## src/rtl/pvc_pkg.sv

```systemverilog
package pvc_pkg;
  typedef enum logic [1:0] {
    FA_SEQ  = 2'd0,
    FA_HOLD = 2'd1,
    FA_JUMP = 2'd2
  } fa_cause_e;

  function automatic fa_cause_e pick_cause(input logic take, input logic frozen);
    if (take) return FA_JUMP;
    if (frozen) return FA_HOLD;
    return FA_SEQ;
  endfunction

  function automatic logic frozen_at(input int k, input logic ad, input logic op,
                                     input int ad_idx, input int op_idx);
    return (ad && (k <= ad_idx)) || (op && (k <= op_idx));
  endfunction
endpackage

```

## src/rtl/pvc_hold_ctl.sv

```systemverilog
module pvc_hold_ctl #(
  parameter int NREG   = 4,
  parameter int AD_IDX = 0,
  parameter int OP_IDX = 1
) (
  input  logic            ad_lock,
  input  logic            op_lock,
  output logic [NREG-1:0] hold_mask,
  output logic [NREG-1:0] bubble_mask,
  output logic            lock_any
);
  import pvc_pkg::*;

  for (genvar k = 0; k < NREG; k++) begin : g_hold
    assign hold_mask[k] = frozen_at(k, ad_lock, op_lock, AD_IDX, OP_IDX);
    if (k == 0) begin : g_top
      assign bubble_mask[k] = 1'b0;
    end else begin : g_rest
      assign bubble_mask[k] = hold_mask[k-1] & ~hold_mask[k];
    end
  end

  assign lock_any = ad_lock | op_lock;
endmodule

```

## src/rtl/pvc_skip_sel.sv

```systemverilog
module pvc_skip_sel #(
  parameter int NREG     = 4,
  parameter int SKIP_IDX = 2
) (
  input  logic              skip_req,
  input  logic              take,
  input  logic              skipper_held,
  input  logic [SKIP_IDX:0] vld_up,
  output logic [NREG-1:0]   kill_mask,
  output logic              kill_fetch,
  output logic              skip_fire
);
  logic found;

  assign skip_fire = skip_req & vld_up[SKIP_IDX] & ~take & ~skipper_held;

  always_comb begin
    kill_mask = '0;
    found     = 1'b0;
    for (int j = SKIP_IDX - 1; j >= 0; j--) begin
      if (!found && vld_up[j]) begin
        found        = 1'b1;
        kill_mask[j] = skip_fire;
      end
    end
    kill_fetch = skip_fire & ~found;
  end
endmodule

```

## src/rtl/pvc_valid_chain.sv

```systemverilog
module pvc_valid_chain #(
  parameter int NREG = 4
) (
  input  logic            clk,
  input  logic            rst_n,
  input  logic            take,
  input  logic [NREG-1:0] hold_mask,
  input  logic [NREG-1:0] bubble_mask,
  input  logic [NREG-1:0] kill_mask,
  input  logic            kill_fetch,
  output logic [NREG-1:0] vld,
  output logic [NREG-1:0] load
);
  logic [NREG-1:0] vld_eff;
  logic [NREG-1:0] vld_nxt;
  logic            pend_q;
  logic            pend_eff;

  assign vld_eff  = vld & ~kill_mask;
  assign pend_eff = pend_q | kill_fetch;

  for (genvar k = 0; k < NREG; k++) begin : g_stage
    assign load[k] = take | ~hold_mask[k];
    if (k == 0) begin : g_entry
      always_comb begin
        if (take)              vld_nxt[k] = 1'b0;
        else if (hold_mask[k]) vld_nxt[k] = vld_eff[k];
        else                   vld_nxt[k] = ~pend_eff;
      end
    end else begin : g_body
      always_comb begin
        if (take)                vld_nxt[k] = 1'b0;
        else if (hold_mask[k])   vld_nxt[k] = vld_eff[k];
        else if (bubble_mask[k]) vld_nxt[k] = 1'b0;
        else                     vld_nxt[k] = vld_eff[k-1];
      end
    end
  end

  always_ff @(posedge clk or negedge rst_n) begin
    if (!rst_n) begin
      vld    <= '0;
      pend_q <= 1'b0;
    end else begin
      vld    <= vld_nxt;
      pend_q <= take ? 1'b0 : (hold_mask[0] ? pend_eff : 1'b0);
    end
  end
endmodule

```

## src/rtl/pvc_pc.sv

```systemverilog
module pvc_pc #(
  parameter int ADDR_W = 8
) (
  input  logic              clk,
  input  logic              rst_n,
  input  logic              take,
  input  logic              frozen,
  input  logic [ADDR_W-1:0] target,
  output logic [ADDR_W-1:0] pc
);
  import pvc_pkg::*;

  fa_cause_e cause;

  function automatic logic [ADDR_W-1:0] next_pc(input fa_cause_e c,
                                                input logic [ADDR_W-1:0] cur,
                                                input logic [ADDR_W-1:0] tgt);
    case (c)
      FA_JUMP: return tgt;
      FA_HOLD: return cur;
      default: return cur + 1'b1;
    endcase
  endfunction

  assign cause = pick_cause(take, frozen);

  always_ff @(posedge clk or negedge rst_n) begin
    if (!rst_n) pc <= '0;
    else        pc <= next_pc(cause, pc, target);
  end
endmodule

```

## src/rtl/pvc_flow_ctrl.sv

```systemverilog
module pvc_flow_ctrl #(
  parameter int ADDR_W   = 8,
  parameter int NREG     = 4,
  parameter int AD_IDX   = 0,
  parameter int OP_IDX   = 1,
  parameter int SKIP_IDX = 2
) (
  input  logic              clk,
  input  logic              rst_n,
  input  logic              ad_lock,
  input  logic              op_lock,
  input  logic              br_req,
  input  logic [ADDR_W-1:0] br_target,
  input  logic              skip_req,
  input  logic [NREG-1:0]   req_raw,
  output logic [NREG-1:0]   stage_load,
  output logic [NREG-1:0]   stage_valid,
  output logic [ADDR_W-1:0] fetch_addr,
  output logic [NREG-1:0]   req_gated
);
  localparam int LAST = NREG - 1;

  logic [NREG-1:0] hold_mask;
  logic [NREG-1:0] bubble_mask;
  logic [NREG-1:0] kill_mask;
  logic            lock_any;
  logic            kill_fetch;
  logic            skip_fire;
  logic            br_take;

  assign br_take = br_req & stage_valid[LAST];

  pvc_hold_ctl #(.NREG(NREG), .AD_IDX(AD_IDX), .OP_IDX(OP_IDX)) hold_i (
    .ad_lock(ad_lock), .op_lock(op_lock),
    .hold_mask(hold_mask), .bubble_mask(bubble_mask), .lock_any(lock_any)
  );

  pvc_skip_sel #(.NREG(NREG), .SKIP_IDX(SKIP_IDX)) skip_i (
    .skip_req(skip_req), .take(br_take), .skipper_held(hold_mask[SKIP_IDX]),
    .vld_up(stage_valid[SKIP_IDX:0]),
    .kill_mask(kill_mask), .kill_fetch(kill_fetch), .skip_fire(skip_fire)
  );

  pvc_valid_chain #(.NREG(NREG)) chain_i (
    .clk(clk), .rst_n(rst_n), .take(br_take),
    .hold_mask(hold_mask), .bubble_mask(bubble_mask),
    .kill_mask(kill_mask), .kill_fetch(kill_fetch),
    .vld(stage_valid), .load(stage_load)
  );

  pvc_pc #(.ADDR_W(ADDR_W)) pc_i (
    .clk(clk), .rst_n(rst_n), .take(br_take), .frozen(lock_any),
    .target(br_target), .pc(fetch_addr)
  );

  for (genvar k = 0; k < NREG; k++) begin : g_gate
    assign req_gated[k] = req_raw[k] & stage_valid[k];
  end
endmodule

```

## config.mk

```make
export PLATFORM = sky130hd
export DESIGN_NAME = pvc_flow_ctrl
export DESIGN_NICKNAME = d
export VERILOG_FILES = /design/src/rtl/pvc_pkg.sv /design/src/rtl/pvc_hold_ctl.sv /design/src/rtl/pvc_skip_sel.sv /design/src/rtl/pvc_valid_chain.sv /design/src/rtl/pvc_pc.sv /design/src/rtl/pvc_flow_ctrl.sv
export SDC_FILE = /design/constraint.sdc
export NUM_CORES = 1
export LEC_CHECK = 0
export BUFFER_PORTS_ARGS = -buffer_cell sky130_fd_sc_hd__buf_4
export CORE_UTILIZATION = 46
export DETAILED_ROUTE_END_ITERATION = 10
export PLACE_DENSITY = 0.82
export SYNTH_ARGS = -nofsm -noshare
export SYNTH_HDL_FRONTEND = slang
export SYNTH_SLANG_ARGS = --single-unit
```

## constraint.sdc

```tcl
create_clock -name clk -period 2.3 [get_ports clk]
set_clock_uncertainty 0.1 [all_clocks]
set_input_delay 0.23 -clock clk [delete_from_list [all_inputs] [get_ports clk]]
set_output_delay 0.23 -clock clk [all_outputs]
set_load 0.02 [all_outputs]
```

Word level (Yosys, flattened, before mapping)
Cells that the tools add are included.
Storage, ports and cells
  bits in registers: 13
  input port bits: 18
  output and inout bits: 20
  word-level logic and storage cells: 51
Operators by class
  $add $sub $neg: 1
  equal/unequal tests: 2
  mux-type cells: 22
  bitwise operators: 20
  reduce and logical (&&, ||, !) cells: 3
Operator list (count)
  $mux W1: 17
  $pmux W8 S2: 1
  $and A1 B1 Y1: 9
  $add A8 B1 Y8 const B: 1
  $mux W2: 4
  $not A1 Y1: 5
  $or A1 B1 Y1: 4
  $and A3 B3 Y3: 1
  $not A2 Y3: 1
  $eq A2 B1 Y1 const B: 1
  $eq A2 B2 Y1 const B: 1
  $logic_and A1 B1 Y1: 1
  $logic_not A1 Y1: 1
  $logic_or A1 B1 Y1: 1

Logic depth before layout (Yosys ltp)
Gate-level depths: netlist (run 1).
  word-level depth: 10
  gate-level depth with buffers: 4
  gate-level depth less buffers: 4

Cells and area by module
Synthesis (run 1) repeated with hierarchy kept, for this count alone.
Unflattened totals
  cell total of the unflattened synthesis: 94
  area total of the unflattened synthesis: 882.1 um2
By module, submodules not included
  pvc_pc: instances 1, cells an instance 48, area each 460.4 um2, sequential area each 200.2 um2
  pvc_valid_chain: instances 1, cells an instance 23, area each 245.2 um2, sequential area each 125.1 um2
  pvc_skip_sel: instances 1, cells an instance 8, area each 73.8 um2, sequential area each 0.0 um2
  pvc_hold_ctl: instances 1, cells an instance 10, area each 71.3 um2, sequential area each 0.0 um2
  pvc_flow_ctrl: instances 1, cells an instance 5, area each 31.3 um2, sequential area each 0.0 um2

Least setup slack after synthesis (run 1)
OpenSTA, ideal clock, no wires.
  path type: register -> register
  from: register pc_i.pc[0]
  to: register pc_i.pc[6]
  library setup time: 0.082 ns
  arrival: 1.309 ns
  data required time: 2.118 ns
  path slack: 0.809 ns
  stages on the path, launching flop included: 5
  buffers on the path: 0
  period minus slack after synthesis: 1.491 ns
  cell sequence: dfrtp_1 -> ha_1 -> nand4bb_1 -> or3_1 -> a31oi_1
Between the ends
  word-level cells in the longest chain between the ends: 2
RTL lines
  start, declared: line pvc_pc.sv:9  | output logic [ADDR_W-1:0] pc
  start signal, assigned: line pvc_pc.sv:29  | else pc <= next_pc(cause, pc, target);
  $add A8 B1 Y8: line pvc_pc.sv:21  | default: return cur + 1'b1;
  $pmux W8 S2: line pvc_pc.sv:18  | case (c)
No other way between the ends.
A chain may end at the register's enable or synchronous reset.

Worst setup path in the final report (run 1)
  from: register chain_i.vld[3]
  to: output stage_load[0]
Between the ends
  word-level cells in the longest chain between the ends: 2
RTL lines
  start, declared: line pvc_valid_chain.sv:11  | output logic [NREG-1:0] vld,
  start signal, assigned: line pvc_valid_chain.sv:45  | vld <= vld_nxt;
  $and A1 B1 Y1: line pvc_flow_ctrl.sv:31  | assign br_take = br_req & stage_valid[LAST];
  $or A1 B1 Y1: line pvc_valid_chain.sv:23  | assign load[k] = take | ~hold_mask[k];
  end, declared: line pvc_flow_ctrl.sv:16  | output logic [NREG-1:0] stage_load,
No other way between the ends.

==> flow_summary_export.csv, run 1 <==
group,metric,value,unit
critical_path,startpoint_type,"flip-flop",
sta,setup-tns-final,0,ps
critical_path,worstRegToRegCells,4,
sta,setup_viol,0,
clock_network,cts_buffers,3,
sta,rsz0062_at_grt,"false",
routing,drt_wl_total,1.82,mm
routing,drc_errors,0,
grt,grt_overflow,0,
critical_path,crit_fanout,14,
synth,synth.area.top_cells,"dfrtp_1 45%, nand2_1 6.3%, and2_1 5.2%",
sta,min_period,1690,ps
job,cap_viol_max_count,0,
sta,maxSlewViolCount,0,
floorplanning,die_area,1730,µm²
clock_network,clk_path_buf_depth,2,
placed_design,dp_worst_setup_slack,713,ps
routing,vias,731,
synth,synth.avg_cell_area,8.77,µm²
grt,grt_max_degree,15,
clock_network,htreeDepth,1,
synth,synth_common_cells,"13 x dfrtp_1, 12 x nand2_1, 6 x and2_1, 6 x nor2_1",
routing,drtAntennaViolNets,0,
synth,async_flop_share,100,%
placed_design,port_buffers,35,
routing,drtPass1Iterations,5,
hold_path,hold_depth,3,
floorplanning,fp-row-count,13,
synth,synth_edf_count,0,
run_status,status,"finished, final reports clean",
clock_network,post_cts_buffers,0,
clock_network,cts.sinks,13,
layout,layoutNonFillerInstCount,133,
synth,yosysWarnings,0,
synth,syn_area,719,µm²
sta,layout_setup_ws,614,ps
critical_path,critPathKind,"reg2out",
grt,first_global_vias,663,
clock_network,clock_latency,270,ps
floorplanning,dieWidth,41.5,µm
routing,routedWlPerCell,13.7,µm
placed_design,placed_cells,128,
clock_network,cts_tree,"yes",
synth,synth-seq-area-share,45.2,%
critical_path,worstPathArrival,1360,ps
floorplanning,die_h,41.5,µm
floorplanning,pin_count,38,
layout,final_layout_size_suffix_gt1_share,32.2,%
clock_network,clkTransAtPathRegs,70,ps
clock_network,cts-root-buf,"clkbuf_4",
floorplanning,core,1380,µm²
placed_design,place_congestion,0.779,
hold_path,timing.hold.worst.class,"in2reg",
layout,fin_util,72.9,%
critical_path,reg2reg_slack,760,ps
synth,synthCells,82,
sta,fmax,593,MHz
pwr,ir_drop,0.759,mV
hold_path,hp-start,"br_target[4]",
critical_path,worstSetupEndpointType,"output port",
critical_path,critPathRequiredTime,1970,ps
pwr,p_per_area,990,nW/µm²
placed_design,dp_hpwl,1.41,mm
layout,diodes,0,
synth,yosysTopAreaCell,"dfrtp_1",
pwr,leakagePower,0.472,nW
synth,synth_flop_cell,"dfrtp_1",
layout,area_growth,40.0,%
critical_path,worst_r2r_endpoint,"pc_i.pc[6]",
synth,ys_seq_elements,13,
grt,antenna_found_initial,0,
grt,grt_pass1_wl,2.90,mm
pwr,power.total,0.997,mW
sta,hold_viol,0,
sta,fin_crit_sh,73.3,%
critical_path,r2r_start,"pc_i.pc[0]",
grt,grt_usage,22.5,%
routing,dr.first_iter.drc_count,18,
synth,ys_types,26,
routing,vias_per_cell,5.50,
hold_path,holdPathEnd,"pc_i.pc[4]",
synth,synth_most_common_cell,"dfrtp_1",
synth,synth_top_area_share,45.2,%
floorplanning,start_util,52.0,%
layout,nets,138,
-- critical path: stages, from the launching register on --
cell and delay (ps):
dfrtp_1 400, nand2_1 340, nand2_1 150, buf_4 190
-- registers in the layout, summed over array words and instances, names as in the netlist --
register        cells
pc_i.pc             8
chain_i.pend_q      1
chain_i.vld         4
-- logic make-up (layout without fill, tap and decap cells) --
family                   after synthesis  count (layout)  share of synthesized area, %
AO/OA/AOI/OAI                         16              16                          13.4
adder cells (fa/ha/maj)                1               1                          1.74
XOR/XNOR                               2               2                          2.44
other                                  1               2                         0.521
AND/OR/NAND/NOR                       42              42                          31.0
buffers and inverters                  7              42                          5.74
flip-flops                            13              13                          45.2
-- routing by layer --
metal | wire (µm) | vias to the layer above | GRT usage [%]
li1 | - | 358 | -
met1 | 702 | 349 | 23.9
met2 | 981 | 22 | 40.6
met3 | 109 | 2 | 6.52
met4 | 22 | 0 | 9.68
met5 | 0 | - | 0
-- how the worst max path moves through the flow --
stage | end | startpoint | depth (start not counted) | slack [ps]
detailed placement | pc_i.pc[7] | op_lock | 4 | 710
global placement | pc_i.pc[5] | op_lock | 4 | 760
CTS | stage_load[0] | chain_i.vld[3] | 3 | 600
finish | stage_load[0] | chain_i.vld[3] | 3 | 610
global route | stage_load[0] | chain_i.vld[3] | 3 | 530
floorplan | pc_i.pc[6] | pc_i.pc[0] | 4 | 810
-- cell usage in the layout, fill, tap and decap left out, drive strengths merged, types with 2 or more instances in the layout --
| cell type | count |
|---|---|
| buf | 35 |
| dfrtp | 13 |
| nand2 | 12 |
| and2 | 6 |
| nor2 | 6 |
| o21ai | 5 |
| nand3 | 5 |
| a31oi | 5 |
| clkbuf | 4 |
| or4 | 3 |
| inv | 2 |
| nor3b | 2 |
| a21oi | 2 |
| o211ai | 2 |
| o31ai | 2 |
| or3 | 2 |
| xnor2 | 2 |
| conb | 2 |
-- timing repair --
| action | CTS | global route |
|---|---|---|
| resized for setup | 0 | 0 |
| hold buffers | 1 | 0 |
| hold endpoints to repair | 13 | 0 |
-- stage by stage --
step	cell area, µm²	hold WS, ps
after floorplan	723	-166
after global placement	971	-17.6
after detailed placement	971	-19.6
after CTS	1010	47.2
after global routing	1010	48.0
final	1010	54.6
-- final cells by class --
| cell class | instances | area [µm²] |
|---|---|---|
| clock buffer | 4 | 26.3 |
| fill | 110 | 375 |
| inverter | 2 | 7.51 |
| multi-input combinational | 63 | 357 |
| sequential | 13 | 325 |
| tap | 15 | 18.8 |
| timing repair buffer | 36 | 273 |
-- power by group --
group / total [mW] / internal (mW) / switching (mW) / leakage [nW]
Clock: 0.136 / 0.0672 / 0.0689 / 0.0150
Sequential: 0.411 / 0.309 / 0.102 / 0.160
Combinational: 0.450 / 0.210 / 0.241 / 0.298
Total: 0.997 / 0.586 / 0.411 / 0.472
Power figures use the tool's default switching activity.
==> inputs of run 2 (changes only) <==
Settings changed: CORE_UTILIZATION 46 to 39, PLACE_DENSITY 0.82 to 0.74.
Clock period 2.3 ns to 1.5 ns, I/O delays scaled along.
==> run 2 against run 1 <==
- clock power increased by 60%
- core utilization decreased by 8.6 points
- final cell count rose by 15%
- die area grew 17%
- sequential power is 53% higher
- non-clock buffer count increased by 10
- largest power group unchanged
==> flow_summary_export.csv, run 2 (synthesis gave the netlist of run 1 again) <==
group,metric,value,unit
clock_network,cts_buffers,3,
layout,diodes,0,
routing,drc_errors,0,
routing,drt_wl_total,1.90,mm
pwr,power.total,1.62,mW
routing,drtAntennaViolNets,0,
sta,hold_viol,0,
layout,largest_reg_flops,8,
routing,vias_per_cell,5.18,
critical_path,critPathRequiredTime,1610,ps
grt,grt_pass1_wl,2.93,mm
layout,area_growth,54.3,%
critical_path,startpoint_type,"flip-flop",
run_status,status,"finished, final reports clean",
placed_design,dp_worst_setup_slack,15.3,ps
grt,antenna_found_initial,0,
pwr,p_per_area,1460,nW/µm²
clock_network,cts_tree,"yes",
grt,first_global_vias,701,
sta,rsz0062_at_grt,"true",
floorplanning,fp-row-count,15,
routing,routedWlPerCell,12.4,µm
critical_path,worstSetupEndpointType,"flip-flop",
layout,final_layout_size_suffix_gt1_share,36.7,%
critical_path,critPathKind,"reg2reg",
critical_path,crit_fanout,4,
layout,nets,148,
critical_path,worstPathArrival,1580,ps
sta,setup-tns-final,0,ps
grt,grt_overflow,0,
sta,min_period,1470,ps
critical_path,crit_end,"pc_i.pc[4]",
placed_design,dp_hpwl,1.38,mm
floorplanning,die_h,45.0,µm
placed_design,placed_area,1020,µm²
layout,finalInstanceArea,1110,µm²
clock_network,cts.sinks,13,
hold_path,hold_depth,3,
hold_path,timing.hold.worst.class,"in2reg",
clock_network,clock_latency,270,ps
critical_path,worst_r2r_endpoint,"pc_i.pc[4]",
pwr,leakagePower,0.520,nW
floorplanning,core,1730,µm²
job,cap_viol_max_count,0,
critical_path,reg2reg_slack,30,ps
pwr,ir_drop,1.01,mV
layout,layout_common_cells,"42 x buf_4, 13 x dfrtp_1, 11 x nand2_1",
floorplanning,pin_count,38,
floorplanning,start_util,41.7,%
placed_design,port_buffers,35,
sta,setup_viol,0,
placed_design,place_congestion,0.755,
grt,grt_max_degree,14,
clock_network,clk_path_buf_depth,2,
sta,fin_crit_sh,98.3,%
clock_network,htreeDepth,1,
sta,maxSlewViolCount,0,
sta,layout_setup_ws,25.9,ps
clock_network,clkTransAtPathRegs,80,ps
critical_path,r2r_start,"pc_i.pc[1]",
grt,grt_usage,20.0,%
critical_path,startpoint,"pc_i.pc[1]",
sta,fmax,678,MHz
routing,dr.first_iter.drc_count,15,
layout,mostFrequentLayoutCell,"buf_4",
layout,fin_util,64.3,%
critical_path,worstRegToRegCells,4,
hold_path,hp-start,"br_target[1]",
floorplanning,dieWidth,45.0,µm
clock_network,cts-root-buf,"clkbuf_4",
routing,vias,792,
layout,largest-register,"pc_i.pc",
floorplanning,die_area,2020,µm²
layout,reg.largest.list,"pc_i.pc x8, chain_i.vld x4, chain_i.pend_q x1",
routing,drtPass1Iterations,4,
[run 2: changes by cell type in the layout (fill, tap and decap cells not counted)]
| cell | change |
|---|---|
| buf_4 | +7 |
| dlygate4sd3_1 | +3 |
| nand2_1 | -1 |
| nand2_2 | +1 |
| nand3_1 | -1 |
| nand3_2 | +1 |
[run 2: repair_timing]
| action | in CTS | in global routing |
|---|---|---|
| buffers inserted | 1 | 1 |
| hold buffers | 4 | 0 |
| gates resized for setup | 0 | 2 |
| endpoints found under the hold margin | 16 | 0 |
| endpoints found under the setup margin | 1 | 4 |
| pin swaps | 0 | 2 |
[run 2: metrics by stage]
step | hold WS, ps | cells
3_3_place_gp | -95.2 | 143
2_1_floorplan | -246 | 83
6_report | 47.6 | 153
4_1_cts | 54.5 | 152
5_1_grt | 64.9 | 153
3_5_place_dp | -92.3 | 143
[run 2: worst min path at each step]
| stage | end | slack, ps |
|---|---|---|
| after floorplan | chain_i.pend_q | -250 |
| after global placement | pc_i.pc[5] | -100 |
| after detailed placement | pc_i.pc[3] | -90 |
| after CTS | pc_i.pc[6] | 50 |
| after global routing | pc_i.pc[3] | 60 |
| final | pc_i.pc[1] | 50 |
[run 2: power by group]
group	switching (mW)	total (mW)	leakage [nW]	internal [mW]
registers	0.154	0.627	0.160	0.474
clock network	0.114	0.217	0.0150	0.103
logic	0.393	0.774	0.345	0.381
total	0.661	1.62	0.520	0.957
[run 2: worst max-delay path, stage by stage, from the launching register on]
cell	delay, ps
dfrtp_1	420
ha_1	190
nand4bb_1	170
or4_1	440
nand3_1	90
[run 2: metal layers]
| layer | part of all wire [%] | track usage, % | wire, µm |
|---|---|---|---|
| met1 | 42 | 26.0 | 808 |
| met2 | 52 | 33.3 | 995 |
| met3 | 4.5 | 4.00 | 86 |
| met4 | 0.63 | 6.06 | 12 |
| met5 | 0 | 0 | 0 |
[run 2: cell type report]
cell class / count / area [µm²]
multi-input combinational: 63 / 364
inverter: 2 / 7.51
sequential: 13 / 325
fill: 167 / 617
clock buffer: 4 / 26.3
timing repair buffer: 46 / 355
tap: 25 / 31.3
